File: src/rtl/owire_pkg.sv
package owire_pkg;

  typedef enum logic [1:0] {
    OP_RESET = 2'b00,
    OP_WRITE = 2'b01,
    OP_READ  = 2'b10,
    OP_NONE  = 2'b11
  } owire_op_e;

endpackage

File: src/rtl/owire_us_tick.sv
// Microsecond prescaler; restart realigns the count to the accepting edge.
module owire_us_tick #(
  parameter int CLKS_PER_US = 125
) (
  input  logic clk,
  input  logic rst,
  input  logic restart,
  output logic tick
);
  localparam int PW = (CLKS_PER_US > 1) ? $clog2(CLKS_PER_US) : 1;
  localparam logic [PW-1:0] LAST = PW'(CLKS_PER_US - 1);

  logic [PW-1:0] cnt;

  assign tick = (cnt == LAST);

  always_ff @(posedge clk) begin
    if (rst || restart) begin
      cnt <= '0;
    end else if (tick) begin
      cnt <= '0;
    end else begin
      cnt <= cnt + 1'b1;
    end
  end
endmodule

File: src/rtl/owire_line_sync.sv
// Multi-flop synchronizer for the open-drain line; idles high.
module owire_line_sync #(
  parameter int STAGES = 2
) (
  input  logic clk,
  input  logic rst,
  input  logic line_async,
  output logic line_sync
);
  logic [STAGES-1:0] chain;

  generate
    for (genvar s = 0; s < STAGES; s++) begin : g_stage
      if (s == 0) begin : g_first
        always_ff @(posedge clk) begin
          if (rst) chain[0] <= 1'b1;
          else     chain[0] <= line_async;
        end
      end else begin : g_next
        always_ff @(posedge clk) begin
          if (rst) chain[s] <= 1'b1;
          else     chain[s] <= chain[s-1];
        end
      end
    end
  endgenerate

  assign line_sync = chain[STAGES-1];
endmodule

File: src/rtl/owire_slot_seq.sv
// Sequencer: one microsecond counter per event, compared against
// per-operation thresholds for release, sample and end.
module owire_slot_seq
  import owire_pkg::*;
#(
  parameter int RST_LOW_US   = 480,
  parameter int RST_TOTAL_US = 960,
  parameter int PRES_WAIT_US = 70,
  parameter int SLOT_US      = 61,
  parameter int SHORT_LOW_US = 6,
  parameter int LONG_LOW_US  = 60,
  parameter int READ_AT_US   = 15
) (
  input  logic       clk,
  input  logic       rst,
  input  logic       tick,
  input  logic       start_i,
  input  logic [1:0] op_i,
  input  logic       wbit_i,
  input  logic       line_s,
  output logic       accept,
  output logic       pull_low_o,
  output logic       busy_o,
  output logic       done_o,
  output logic       rbit_o,
  output logic       presence_o
);
  localparam int MAX_US = (RST_TOTAL_US > SLOT_US) ? RST_TOTAL_US : SLOT_US;
  localparam int US_W   = $clog2(MAX_US + 1);

  localparam logic [US_W-1:0] T_RST_LOW   = US_W'(RST_LOW_US);
  localparam logic [US_W-1:0] T_RST_TOTAL = US_W'(RST_TOTAL_US);
  localparam logic [US_W-1:0] T_PRES_AT   = US_W'(RST_LOW_US + PRES_WAIT_US);
  localparam logic [US_W-1:0] T_SLOT      = US_W'(SLOT_US);
  localparam logic [US_W-1:0] T_SHORT     = US_W'(SHORT_LOW_US);
  localparam logic [US_W-1:0] T_LONG      = US_W'(LONG_LOW_US);
  localparam logic [US_W-1:0] T_READ_AT   = US_W'(READ_AT_US);

  owire_op_e       op_q;
  logic            wbit_q;
  logic [US_W-1:0] us_q;
  logic [US_W-1:0] us_nx;
  logic            smp_q;

  logic [US_W-1:0] low_len;
  logic [US_W-1:0] sample_at;
  logic [US_W-1:0] total_len;

  assign accept = start_i && !busy_o && (owire_op_e'(op_i) != OP_NONE);
  assign us_nx  = us_q + 1'b1;

  // Per-operation thresholds
  always_comb begin
    case (op_q)
      OP_RESET: begin
        low_len   = T_RST_LOW;
        sample_at = T_PRES_AT;
        total_len = T_RST_TOTAL;
      end
      OP_WRITE: begin
        low_len   = wbit_q ? T_SHORT : T_LONG;
        sample_at = T_READ_AT;
        total_len = T_SLOT;
      end
      default: begin
        low_len   = T_SHORT;
        sample_at = T_READ_AT;
        total_len = T_SLOT;
      end
    endcase
  end

  always_ff @(posedge clk) begin
    if (rst) begin
      op_q       <= OP_NONE;
      wbit_q     <= 1'b1;
      us_q       <= '0;
      smp_q      <= 1'b1;
      pull_low_o <= 1'b0;
      busy_o     <= 1'b0;
      done_o     <= 1'b0;
      rbit_o     <= 1'b0;
      presence_o <= 1'b0;
    end else if (accept) begin
      op_q       <= owire_op_e'(op_i);
      wbit_q     <= wbit_i;
      us_q       <= '0;
      smp_q      <= 1'b1;
      pull_low_o <= 1'b1;
      busy_o     <= 1'b1;
      done_o     <= 1'b0;
    end else if (busy_o) begin
      done_o <= 1'b0;
      if (tick) begin
        us_q       <= us_nx;
        pull_low_o <= (us_nx < low_len);
        if (us_nx == sample_at) begin
          smp_q <= line_s;
        end
        if (us_nx == total_len) begin
          busy_o     <= 1'b0;
          done_o     <= 1'b1;
          pull_low_o <= 1'b0;
          if (op_q == OP_RESET) presence_o <= !smp_q;
          if (op_q == OP_READ)  rbit_o     <= smp_q;
        end
      end
    end else begin
      done_o     <= 1'b0;
      pull_low_o <= 1'b0;
    end
  end
endmodule

File: src/rtl/owire_bitmaster.sv
module owire_bitmaster #(
  parameter int CLKS_PER_US  = 125,
  parameter int SYNC_STAGES  = 2,
  parameter int RST_LOW_US   = 480,
  parameter int RST_TOTAL_US = 960,
  parameter int PRES_WAIT_US = 70,
  parameter int SLOT_US      = 61,
  parameter int SHORT_LOW_US = 6,
  parameter int LONG_LOW_US  = 60,
  parameter int READ_AT_US   = 15
) (
  input  logic       clk,
  input  logic       rst,
  input  logic       start_i,
  input  logic [1:0] op_i,
  input  logic       wbit_i,
  input  logic       line_i,
  output logic       pull_low_o,
  output logic       busy_o,
  output logic       done_o,
  output logic       rbit_o,
  output logic       presence_o
);
  logic tick;
  logic accept;
  logic line_s;

  owire_us_tick #(.CLKS_PER_US(CLKS_PER_US)) u_tick (
    .clk     (clk),
    .rst     (rst),
    .restart (accept),
    .tick    (tick)
  );

  owire_line_sync #(.STAGES(SYNC_STAGES)) u_sync (
    .clk        (clk),
    .rst        (rst),
    .line_async (line_i),
    .line_sync  (line_s)
  );

  owire_slot_seq #(
    .RST_LOW_US   (RST_LOW_US),
    .RST_TOTAL_US (RST_TOTAL_US),
    .PRES_WAIT_US (PRES_WAIT_US),
    .SLOT_US      (SLOT_US),
    .SHORT_LOW_US (SHORT_LOW_US),
    .LONG_LOW_US  (LONG_LOW_US),
    .READ_AT_US   (READ_AT_US)
  ) u_seq (
    .clk        (clk),
    .rst        (rst),
    .tick       (tick),
    .start_i    (start_i),
    .op_i       (op_i),
    .wbit_i     (wbit_i),
    .line_s     (line_s),
    .accept     (accept),
    .pull_low_o (pull_low_o),
    .busy_o     (busy_o),
    .done_o     (done_o),
    .rbit_o     (rbit_o),
    .presence_o (presence_o)
  );
endmodule

File: config.mk
export PLATFORM = sky130hd
export DESIGN_NAME = owire_bitmaster
export DESIGN_NICKNAME = d
export VERILOG_FILES = /design/src/rtl/owire_pkg.sv /design/src/rtl/owire_us_tick.sv /design/src/rtl/owire_line_sync.sv /design/src/rtl/owire_slot_seq.sv /design/src/rtl/owire_bitmaster.sv
export SDC_FILE = /design/constraint.sdc
export NUM_CORES = 1
export LEC_CHECK = 0
export ABC_AREA = 1
export BUFFER_PORTS_ARGS = -buffer_cell sky130_fd_sc_hd__buf_4
export CAP_MARGIN = 10
export CORE_ASPECT_RATIO = 1.1
export CORE_MARGIN = 3
export CORE_UTILIZATION = 55
export DETAILED_ROUTE_END_ITERATION = 8
export PLACE_DENSITY_LB_ADDON = 0.1
export SLEW_MARGIN = 20
export SYNTH_ARGS = -nofsm -noshare
export SYNTH_HDL_FRONTEND = slang
export SYNTH_SLANG_ARGS = --single-unit
File: constraint.sdc
create_clock -name clk -period 3.87 [get_ports clk]
set_input_delay 0.1935 -clock clk [delete_from_list [all_inputs] [get_ports clk]]
set_output_delay 0.1935 -clock clk [all_outputs]
set_load 0.01 [all_outputs]
# After elaboration in Yosys (flattened, before gate mapping)
# Index checks and enable logic that the tools add are counted.
totals:
  reg_bits: 28
  output_inout_bits: 5
  wordCells: 51
op_classes:
  add_sub_neg: 2
  magnitude_cmp: 1
  eq_ne: 7
  muxes: 13
  bitwise: 3
  reduce_logical: 13
ops:
  columns: ["op", "count"]
  rows:
  - ["$eq A10 B10 Y1", 2]
  - ["$mux W10", 2]
  - ["$pmux W10 S2", 1]
  - ["$add A10 B1 Y10 const B", 1]
  - ["$lt A10 B10 Y1", 1]
  - ["$reduce_and A5 Y1", 2]
  - ["$mux W1", 9]
  - ["$add A7 B1 Y7 const B", 1]
  - ["$eq A7 B7 Y1 const B", 1]
  - ["$mux W6", 1]
  - ["$reduce_or A2 Y1", 2]
  - ["$reduce_or A4 Y1", 1]
  - ["$ne A3 B3 Y1 const B", 1]
  - ["$not A1 Y1", 3]
  - ["$reduce_and A3 Y1", 1]
  - ["$eq A2 B1 Y1 const B", 1]
  - ["$eq A2 B2 Y1 const B", 1]
  - ["$logic_and A1 B1 Y1", 2]
  - ["$logic_not A1 Y1", 2]
  - ["$logic_not A2 Y1", 1]
  - ["$ne A2 B2 Y1 const B", 1]
  - ["$reduce_and A2 Y1", 1]
  - ["$logic_or A1 B1 Y1", 1]

# Longest topological paths before layout
# Gate-level depths: netlist (run 1).
logic_depth:
  depth_word: 7
  ltp_mapped: 17

# Cells and area by module
# Synthesis (run 1) repeated with hierarchy kept, for this count alone.
hier_totals:
  cells_unflattened: 242
  hier_area_um2: 1685.4
by_module_without_submodules:
  columns: ["module", "n_inst", "cells_per_inst", "area_each_um2"]
  rows:
  - ["owire_slot_seq", 1, 191, 1282.5]
  - ["owire_us_tick", 1, 44, 344.1]
  - ["owire_line_sync", 1, 7, 58.8]

# Worst setup path after synthesis (run 1)
# OpenSTA, ideal clock, no wires.
synth_timing:
  kind: "reg2reg"
  from: "reg u_seq.us_q[1]"
  to: "reg u_seq.presence_o"
  setup_ns: 0.116
  arrival_time_ns: 2.209
  path_slack_ns: 1.545
  path_stages_with_launch: 14
  cell_sequence: "dfxtp_1 ha_1 nand3_1 nor2_2 nand3_1 xor2_1 ha_1 nand3_1 nor3_1 nand2_1 nor2_2 nand4_1 o21ai_0 nor2_1"
synth_via:
  elab_chain_cells: 3
synth_lines:
  columns: ["element", "line", "source"]
  rows:
  - ["start, declared", "owire_slot_seq.sv:41", "logic [US_W-1:0] us_q;"]
  - ["start signal, assigned", "owire_slot_seq.sv:95", "us_q <= us_nx;"]
  - ["$add A10 B1 Y10", "owire_slot_seq.sv:50", "assign us_nx = us_q + 1'b1;"]
  - ["net u_seq.us_nx[8]", "owire_slot_seq.sv:42", "logic [US_W-1:0] us_nx;"]
  - ["$eq A10 B10 Y1", "owire_slot_seq.sv:100", "if (us_nx == total_len) begin"]
  - ["$reduce_and A5 Y1 (no source line)", null, null]
  - ["end signal, assigned", "owire_slot_seq.sv:104", "if (op_q == OP_RESET) presence_o <= !smp_q;"]
  - ["end, declared", "owire_slot_seq.sv:26", "output logic presence_o"]
# The timed path passes the listed nets, and every way through them passes these cells.
# A chain may end at the register's enable or synchronous reset.

# Final worst setup path (run 1)
# Same ends and word-level chain as after synthesis.

==> results summary, run 1 <==
The area growth from synthesis to layout came out at 9.43%. TritonCTS built the clock tree. The filler cell count came out at 259. The path with the worst hold slack has its endpoint at u_seq.pull_low_o$_SDFFE_PP0P_. The post-detailed-route wirelength per cell is 11.2 µm. The critical path goes through ha_1 -> nand3_1 -> nor2_2 -> nand3_1 -> xor2_1 -> ha_1 -> nand3_1 -> nor3_1 -> nand2_1 -> nor2_2 -> nand4_1 -> o21ai_0 -> nor2_1. The number of placed I/O pins is 12. The library cell used most frequently in the layout, excluding fill and tap cells, is sky130_fd_sc_hd__nand2_1. The global route total overflow came out at 0. The setup path with the least slack is of type reg2reg. The run finished with clean final reports.

Among all flip-flop cells after synthesis, the most frequent one is sky130_fd_sc_hd__dfxtp_1. The shortest period the worst path allows came out at 2.62 ns. The detailed router placed 1463 vias in this run.

The clock share of power came out at 0.364. The internal power of the cells totals 0.000417 W. The number of clock sinks is 28. The endpoint required time on the critical path came out at ~4 ns.

The leakage power summed over all cells is 0.882 nW. The switching power as a share of total power came out at 0.224. Ranked by total cell area, the synthesized netlist is headed by sky130_fd_sc_hd__dfxtp_1 34%, sky130_fd_sc_hd__nand2_1 12%, sky130_fd_sc_hd__inv_1 8.1%. The top cell types in the final layout, fill and taps aside, are 54 x sky130_fd_sc_hd__nand2_1, 36 x sky130_fd_sc_hd__inv_1, 28 x sky130_fd_sc_hd__dfxtp_1, 23 x sky130_fd_sc_hd__nor2_1, 18 x sky130_fd_sc_hd__nand3_1. The peak clock frequency supported by timing is 0.382 GHz.

The startpoint type of the worst setup path is a flip-flop. The final count of hold timing violations was 0. When the netlist entered floorplanning its net count stood at around 260. The total number of placement rows is 20.

The startpoint identified for the worst hold timing path is rst. The via count normalized by instance count is between 5 and 6. Clock-pin slew was measured on the worst setup and hold paths at roughly 0.15 ns.

The switching component of the power is 0.000120 W. The total negative slack is 0 ns. The sequential-to-total area share from yosys stat is 0.338. The count of synthesis-stage warnings from yosys came out at 0.

The net count of the finished layout came out at 268. Across the routed clock network, the largest skew measured is 0.00500 ns. In this run, synthesis produced a sequential element count of 28.

The number of remaining DRC errors came out at 0. The number of buffers between clock root and the deepest sink is 2. The horizontal extent of the die is 58.4 µm.

The worst setup path is captured at a flip-flop. The first global-routing pass estimated 5.81 mm of wire. Routability-driven placement finished with a final weighted congestion of 0.878. The number of hold-repair buffers added at the cts stage came out at 0. The post-route cell area is 0.00182 mm². The largest total area in the synthesized netlist belongs to sky130_fd_sc_hd__dfxtp_1. The final hold slack came out at 0.0248 ns. Setup repair after global routing left no endpoint under its margin. The part of the power in combinational logic is 0.074.

The power share of the sequential group is 0.562. After synthesis, the share of flip-flops with an asynchronous set or reset is 0. After clock tree synthesis, the repair step resized 0 gates. The peak ir drop on the vdd network came out at 213 µV. For the worst flop-to-flop path, the logic depth is 13.

The delay contributed by the slowest stage of the critical path came out at 0.49 ns. The number of buffers added on ports came out at 11. Of the post-synthesis cell area, the dominant cell type holds 0.338. The slowest cell on the critical path is sky130_fd_sc_hd__dfxtp_1.

The distinct cell type count after synthesis is 30. The post-CTS setup buffer count is 0. Across the run, the number of max-cap violations was 0. The via count of the first global-routing pass is 1394. Across every metal layer, demand over resource in global routing totals 0.196. Among the stages of the critical path, the cell type that occurs most often is sky130_fd_sc_hd__nand3_1.

The first-pass iteration count of the detailed router is 4. The total area inside the core boundary comes to 0.00283 mm². The repair_antennas step left the layout with diodes totalling 0. The average instance in the mapped netlist occupies 6.91 µm². The placement-stage cell area came out at ~0.0018 mm².

Measured against its own limit, the worst slew margin works out to 0.572. The worst register-to-register path begins at u_seq.us_q[1]$_SDFFE_PP0P_. The starting density of the core came out at 0.587. Total power for the finished layout comes to roughly 0.00054 W. The initial antenna violation count came out at 0.

The number of max-slew violations in the final report came out at 0. The worst hold path depth came out at 2. The number of H-tree levels came out at 1.

The TritonCTS buffer count is 3. The top fanout value on the critical path came out at 5. For the pin with the worst max-slew slack, the measured transition is ~0.64 ns. The number of flops mapped to enable cells by yosys came out at 0. The HPWL reported at the end of detailed placement is 2.48 mm. The final clock period utilization by the worst path is 0.676.

The summed instance area of the synthesized netlist is 0.00166 mm². The clock latency at the later pin of the worst-skew pair came out at 0.34 ns. The total detailed-routing wirelength is 3.18 mm. The class of the worst hold path is in2reg. The data arrival time of the critical path came out at 2.87 ns. The first routing iteration left 48 violations.

CTS placed an instance of sky130_fd_sc_hd__clkbuf_4 at the clock tree root. In this run the critical register-to-register path is captured at u_seq.presence_o$_SDFFE_PP0P_. Synthesis produced 240 cells. The slack of the worst reg-to-reg path is 1.25 ns.

The worst setup path startpoint is u_seq.us_q[1]$_SDFFE_PP0P_. The die is 63.6 µm tall. The final-report setup violation count is 0. In this run the power density over the cells is just under 300 mW/mm². The fraction of final layout cells sized beyond drive strength 1 is 0.147. The floorplan step defined a die boundary enclosing 0.00371 mm². The pin count of the biggest net entering global routing came out at 17. The count of nets left with antenna violations once routing finished came out at 0.
-- per-layer routing --
| layer | GRT usage | routed length, µm |
|---|---|---|
| met3 | 0.0246 | 82 |
| met2 | 0.331 | 1460 |
| met4 | 0.0638 | 44 |
| met5 | 0 | 0 |
| met1 | 0.252 | 1600 |
-- Yosys cell counts (2+ instances only) --
| cell type | count |
|---|---|
| sky130_fd_sc_hd__nand2_2 | 5 |
| sky130_fd_sc_hd__o21ai_0 | 9 |
| sky130_fd_sc_hd__nor3_1 | 4 |
| sky130_fd_sc_hd__nand3_1 | 18 |
| sky130_fd_sc_hd__dfxtp_1 | 28 |
| sky130_fd_sc_hd__nand2_1 | 54 |
| sky130_fd_sc_hd__or2_2 | 3 |
| sky130_fd_sc_hd__nor2_2 | 4 |
| sky130_fd_sc_hd__nor2_1 | 23 |
| sky130_fd_sc_hd__ha_1 | 8 |
| sky130_fd_sc_hd__inv_2 | 2 |
| sky130_fd_sc_hd__xor2_1 | 6 |
| sky130_fd_sc_hd__xnor2_1 | 2 |
| sky130_fd_sc_hd__nand4_2 | 2 |
| sky130_fd_sc_hd__nor2_4 | 2 |
| sky130_fd_sc_hd__inv_1 | 36 |
| sky130_fd_sc_hd__a21oi_1 | 15 |
| sky130_fd_sc_hd__nand4_1 | 7 |
-- worst max path at each step --
stage,end,slack [ns],depth (start not counted)
2_1_floorplan,u_seq.presence_o$_SDFFE_PP0P_,1.55,13
3_3_place_gp,u_seq.presence_o$_SDFFE_PP0P_,1.40,13
3_5_place_dp,u_seq.presence_o$_SDFFE_PP0P_,1.30,13
4_1_cts,u_seq.presence_o$_SDFFE_PP0P_,1.26,13
5_1_grt,u_seq.presence_o$_SDFFE_PP0P_,1.0,13
6_report,u_seq.presence_o$_SDFFE_PP0P_,1.25,13
-- state kept, by name, summed over array words and instances, names as in the netlist --
signal and cells:
u_seq.busy_o 1, u_seq.done_o 1, u_seq.op_q 2, u_seq.presence_o 1, u_seq.pull_low_o 1, u_seq.rbit_o 1
u_seq.smp_q 1, u_seq.us_q 10, u_seq.wbit_q 1, u_sync.chain 1, u_sync.line_sync 1, u_tick.cnt 7
-- worst max-delay path, delay by kind of cell, from the launching register on --
family / cells / cell delay [ns]
AO/OA/AOI/OAI: 1 / 0.17
adder cells (fa/ha/maj): 2 / 0.59
flip-flops: 1 / 0.49
XOR/XNOR: 1 / 0.18
AND/OR/NAND/NOR: 9 / 1.10
-- area by class of cell --
type                       count  area (µm²)  share of cell area
multi-input combinational    171         936               0.516
sequential                    28         561               0.309
inverter                      38         143              0.0786
timing repair buffer          11        82.6              0.0455
tap                           33        41.3              0.0227
clock inverter                 1        30.0              0.0165
clock buffer                   3        22.5              0.0124
-- power by group through the flow --
stage	Combinational (W)	Clock [W]	Sequential, W
final	0.0000397	0.000195	0.000302
after detailed placement	0.0000398	0	0.000308
after global routing	0.0000476	0.000209	0.000304
after floorplan	0.0000254	0	0.000308
after CTS	0.0000399	0.000199	0.000302
after global placement	0.0000397	0	0.000308
-- per-stage QoR --
step,util,instances,setup slack [ns]
floorplan,-,240,1.55
global placement,0.623,281,1.40
detailed placement,0.623,281,1.30
CTS,0.642,285,1.26
global route,0.642,285,0.996
finish,0.642,285,1.25
-- cells by family (layout without fill, tap and decap cells) --
logic type	Yosys count	in the layout	synth area share
simple gates	127	127	0.373
fa+ha+maj	8	8	0.0603
xor+xnor	8	8	0.0422
flops	28	28	0.338
compound gates	28	28	0.0882
buf+inv	41	53	0.0980
(Power assumes the default switching activity.)
==> run 2: changes to the inputs <==
--- a/config.mk
+++ b/config.mk
@@ -10,7 +10,7 @@
 export CAP_MARGIN = 10
 export CORE_ASPECT_RATIO = 1.1
 export CORE_MARGIN = 3
-export CORE_UTILIZATION = 55
+export CORE_UTILIZATION = 53
 export DETAILED_ROUTE_END_ITERATION = 8
 export PLACE_DENSITY_LB_ADDON = 0.1
 export SLEW_MARGIN = 20
==> constraint.sdc (replaced) <==
create_clock -name clk -period 2.35 [get_ports clk]
set_input_delay 0.1175 -clock clk [delete_from_list [all_inputs] [get_ports clk]]
set_output_delay 0.1175 -clock clk [all_outputs]
set_load 0.01 [all_outputs]
==> results summary, run 2 (same netlist as run 1, synthesis figures left out) <==
In the routed design, unresolved DRC markers number 0. The top metal layer carrying routed signals is met4. The most critical setup path has its startpoint at u_seq.us_q[1]$_SDFFE_PP0P_.

In this run the tool buffered the top-level ports with 11 buffer cells. The peak ir drop on the vdd network is 450 µV. The total number of placement rows is 20. The reg-to-reg startpoint is u_seq.us_q[1]$_SDFFE_PP0P_. The via count normalized by instance count is around 5.2. The top fanout value on the critical path came out at 2. The count of cells in the finished layout, fillers not included, comes to 306. After floorplanning, the core was sized to cover 0.00288 mm². The initial antenna violation count came out at 0.

The endpoint identified for the worst register-to-register timing path is u_seq.presence_o$_SDFFE_PP0P_. The first-pass iteration count of the detailed router is 4. The number of violations of the max-capacitance limit came out at 0. Summing all multi-input logic gate instances after layout gives 981 µm².

STA classifies the critical path endpoint as a flip-flop. The net count of the finished layout came out at 289. The flip-flop count of the largest register, all copies and words added is 10. The leading cell type in the layout, fill and taps excluded is sky130_fd_sc_hd__nand2_1. CTS placed an instance of sky130_fd_sc_hd__clkbuf_4 at the clock tree root.

The starting density of the core is 0.577. Measured in cells, the most critical reg-to-reg path has a length of 13. The HPWL reported at the end of detailed placement came out at 2.85 mm.

The design draws a little under 0.0009 W. In the final routed layout, each cell accounts on average for 12.3 µm. The setup clock skew after layout is 0.00912 ns. The normalized max-slew margin came out at 0.652. Setup repair after global routing could not meet its margin everywhere. At the end of the flow the core is filled with cells to 0.709. In the global route stage, overall resource usage came out at 0.216. The floorplan step defined a die boundary enclosing around 0.0038 mm². For this block, wires on met1 add up to 1.63 mm.

The total power density per cell area came out at approximately 440 mW/mm². The clock latency at the later pin of the worst-skew pair came out at 0.33 ns. The final count of hold timing violations came out at 0. The final-report setup violation count came out at 0. The final hold slack came out at 0.197 ns. STA classifies the critical path startpoint as a flip-flop. The met3 wire length is 163 µm. The last weighted congestion value of the routability-driven placer came out at 0.871. The via total after detailed routing came out at ~1600. The count of placed standard cells including taps is ~300.

The final clock period utilization by the worst path is 0.959. The fraction of final layout cells sized beyond drive strength 1 came out at 0.234. The path class of the tightest hold or removal check is in2reg. The repair_antennas step left the layout with diodes totalling 0. In this run, the number of DRC markers left after iteration 0 of detailed routing was 76.

Relative to the synthesized area, the layout overhead comes to 23.0%. The wire length of the first global-routing pass is 6.50 mm. The via count of the first global-routing pass is 1598. The slew of the pin with the lowest slew margin came out at 0.520 ns. The die extent in y is 64.7 µm.

The clock tree from TritonCTS is built. The worst register-to-register path has a setup slack of 0.1 ns. In this run the number of H-tree levels came out at 1. In this run the remaining antenna-violating nets after routing total 0. The shortest period the worst path allows came out at 2.25 ns. The pin count of the biggest net entering global routing came out at 17. The critical path ends at u_seq.presence_o$_SDFFE_PP0P_. The total detailed-routing wirelength is approximately 3.8 mm.

The flow ran to the end, and the final reports show no timing, DRC or antenna violations. The number of max-slew violations in the final report came to 0. The largest registers in the layout are u_seq.us_q (10), u_tick.cnt (7), u_seq.op_q (2). The worst setup path is of the reg2reg kind. Counting the fill cells in the layout gives around 240.

The leakage power summed over all cells came out at 0.988 nW. Buffers inserted during clock tree synthesis total 3. The number of clock sinks came out at 28.

The peak clock frequency supported by timing is approximately 0.44 GHz. The register cell area after layout came out at 571 µm². The number of buffers between clock root and the deepest sink is 2. At the worst endpoint, the required time is about 2.6 ns. At the worst endpoint, the arrival time is 2.50 ns. The routed wire length on met2 is 1.92 mm.

Clock-pin slew was measured on the worst setup and hold paths at 0.16 ns. The horizontal extent of the die is 59.3 µm. The number of placed I/O pins is 12. The global route total overflow came out at 0. The library cells used most frequently in the layout, excluding fill and tap cells, are 54 x sky130_fd_sc_hd__nand2_1, 36 x sky130_fd_sc_hd__inv_1, 27 x sky130_fd_sc_hd__buf_4, 23 x sky130_fd_sc_hd__nor2_1, 22 x sky130_fd_sc_hd__dfxtp_1. The register with the most flip-flops is u_seq.us_q.
-- run 2: worst min path at each step --
stage	from	end	slack [ns]	cells past startpoint
6_report	start_i	u_seq.busy_o$_SDFF_PP0_	0.20	5
5_1_grt	start_i	u_seq.busy_o$_SDFF_PP0_	0.22	5
4_1_cts	start_i	u_seq.busy_o$_SDFF_PP0_	0.20	5
3_5_place_dp	line_i	u_sync.chain[0]$_SDFF_PP1_	0.31	2
3_3_place_gp	line_i	u_sync.chain[0]$_SDFF_PP1_	0.30	2
2_1_floorplan	rst	u_seq.pull_low_o$_SDFFE_PP0P_	0.19	1
-- run 2: where the power goes --
group          leakage [nW]  switching, W  internal, W
clock                0.0279      0.000147     0.000173
sequential            0.231     0.0000115     0.000485
combinational         0.729     0.0000419    0.0000350
total                 0.988      0.000200     0.000693
-- run 2: cell type report --
type,count,share of cell area
repair buffers,32,0.124
inverters,38,0.0699
clock buffers,3,0.0110
well taps,33,0.0202
multi-input cells,171,0.481
flip-flops and latches,28,0.280
clock inverters,1,0.0147
-- run 2: metal layers --
layer	up-vias	GRT usage
li1	830	-
met4	0	0.0822
met3	8	0.0299
met1	722	0.253
met5	-	0
met2	34	0.384
-- run 2: stage by stage --
stage / setup slack, ns / area [µm²] / setup TNS [ns]
finish: 0.0955 / 2040 / 0
global route: -0.137 / 2040 / -0.219
CTS: 0.0446 / 1980 / 0
detailed placement: 0.0834 / 1870 / 0
global placement: 0.138 / 1870 / 0
floorplan: 0.0253 / 1660 / 0
-- run 2: repair_timing --
action,CTS,global route
pin swaps,0,7
hold buffers,5,0
buffers inserted,0,2
gates resized for setup,1,15
endpoints found under the setup margin,1,3
hold endpoints to repair,6,0
-- run 2: critical path, cell delays in order, from the launching register on --
cell and delay, ns:
sky130_fd_sc_hd__dfxtp_2 0.39, sky130_fd_sc_hd__ha_4 0.16, sky130_fd_sc_hd__nand3_4 0.09, sky130_fd_sc_hd__nor2_4 0.14, sky130_fd_sc_hd__nand3_2 0.07, sky130_fd_sc_hd__xor2_1 0.16
sky130_fd_sc_hd__ha_1 0.32, sky130_fd_sc_hd__nand3_2 0.09, sky130_fd_sc_hd__nor3_2 0.20, sky130_fd_sc_hd__nand2_1 0.09, sky130_fd_sc_hd__nor2_2 0.14, sky130_fd_sc_hd__nand4_1 0.11
sky130_fd_sc_hd__o21ai_1 0.16, sky130_fd_sc_hd__nor2_1 0.05
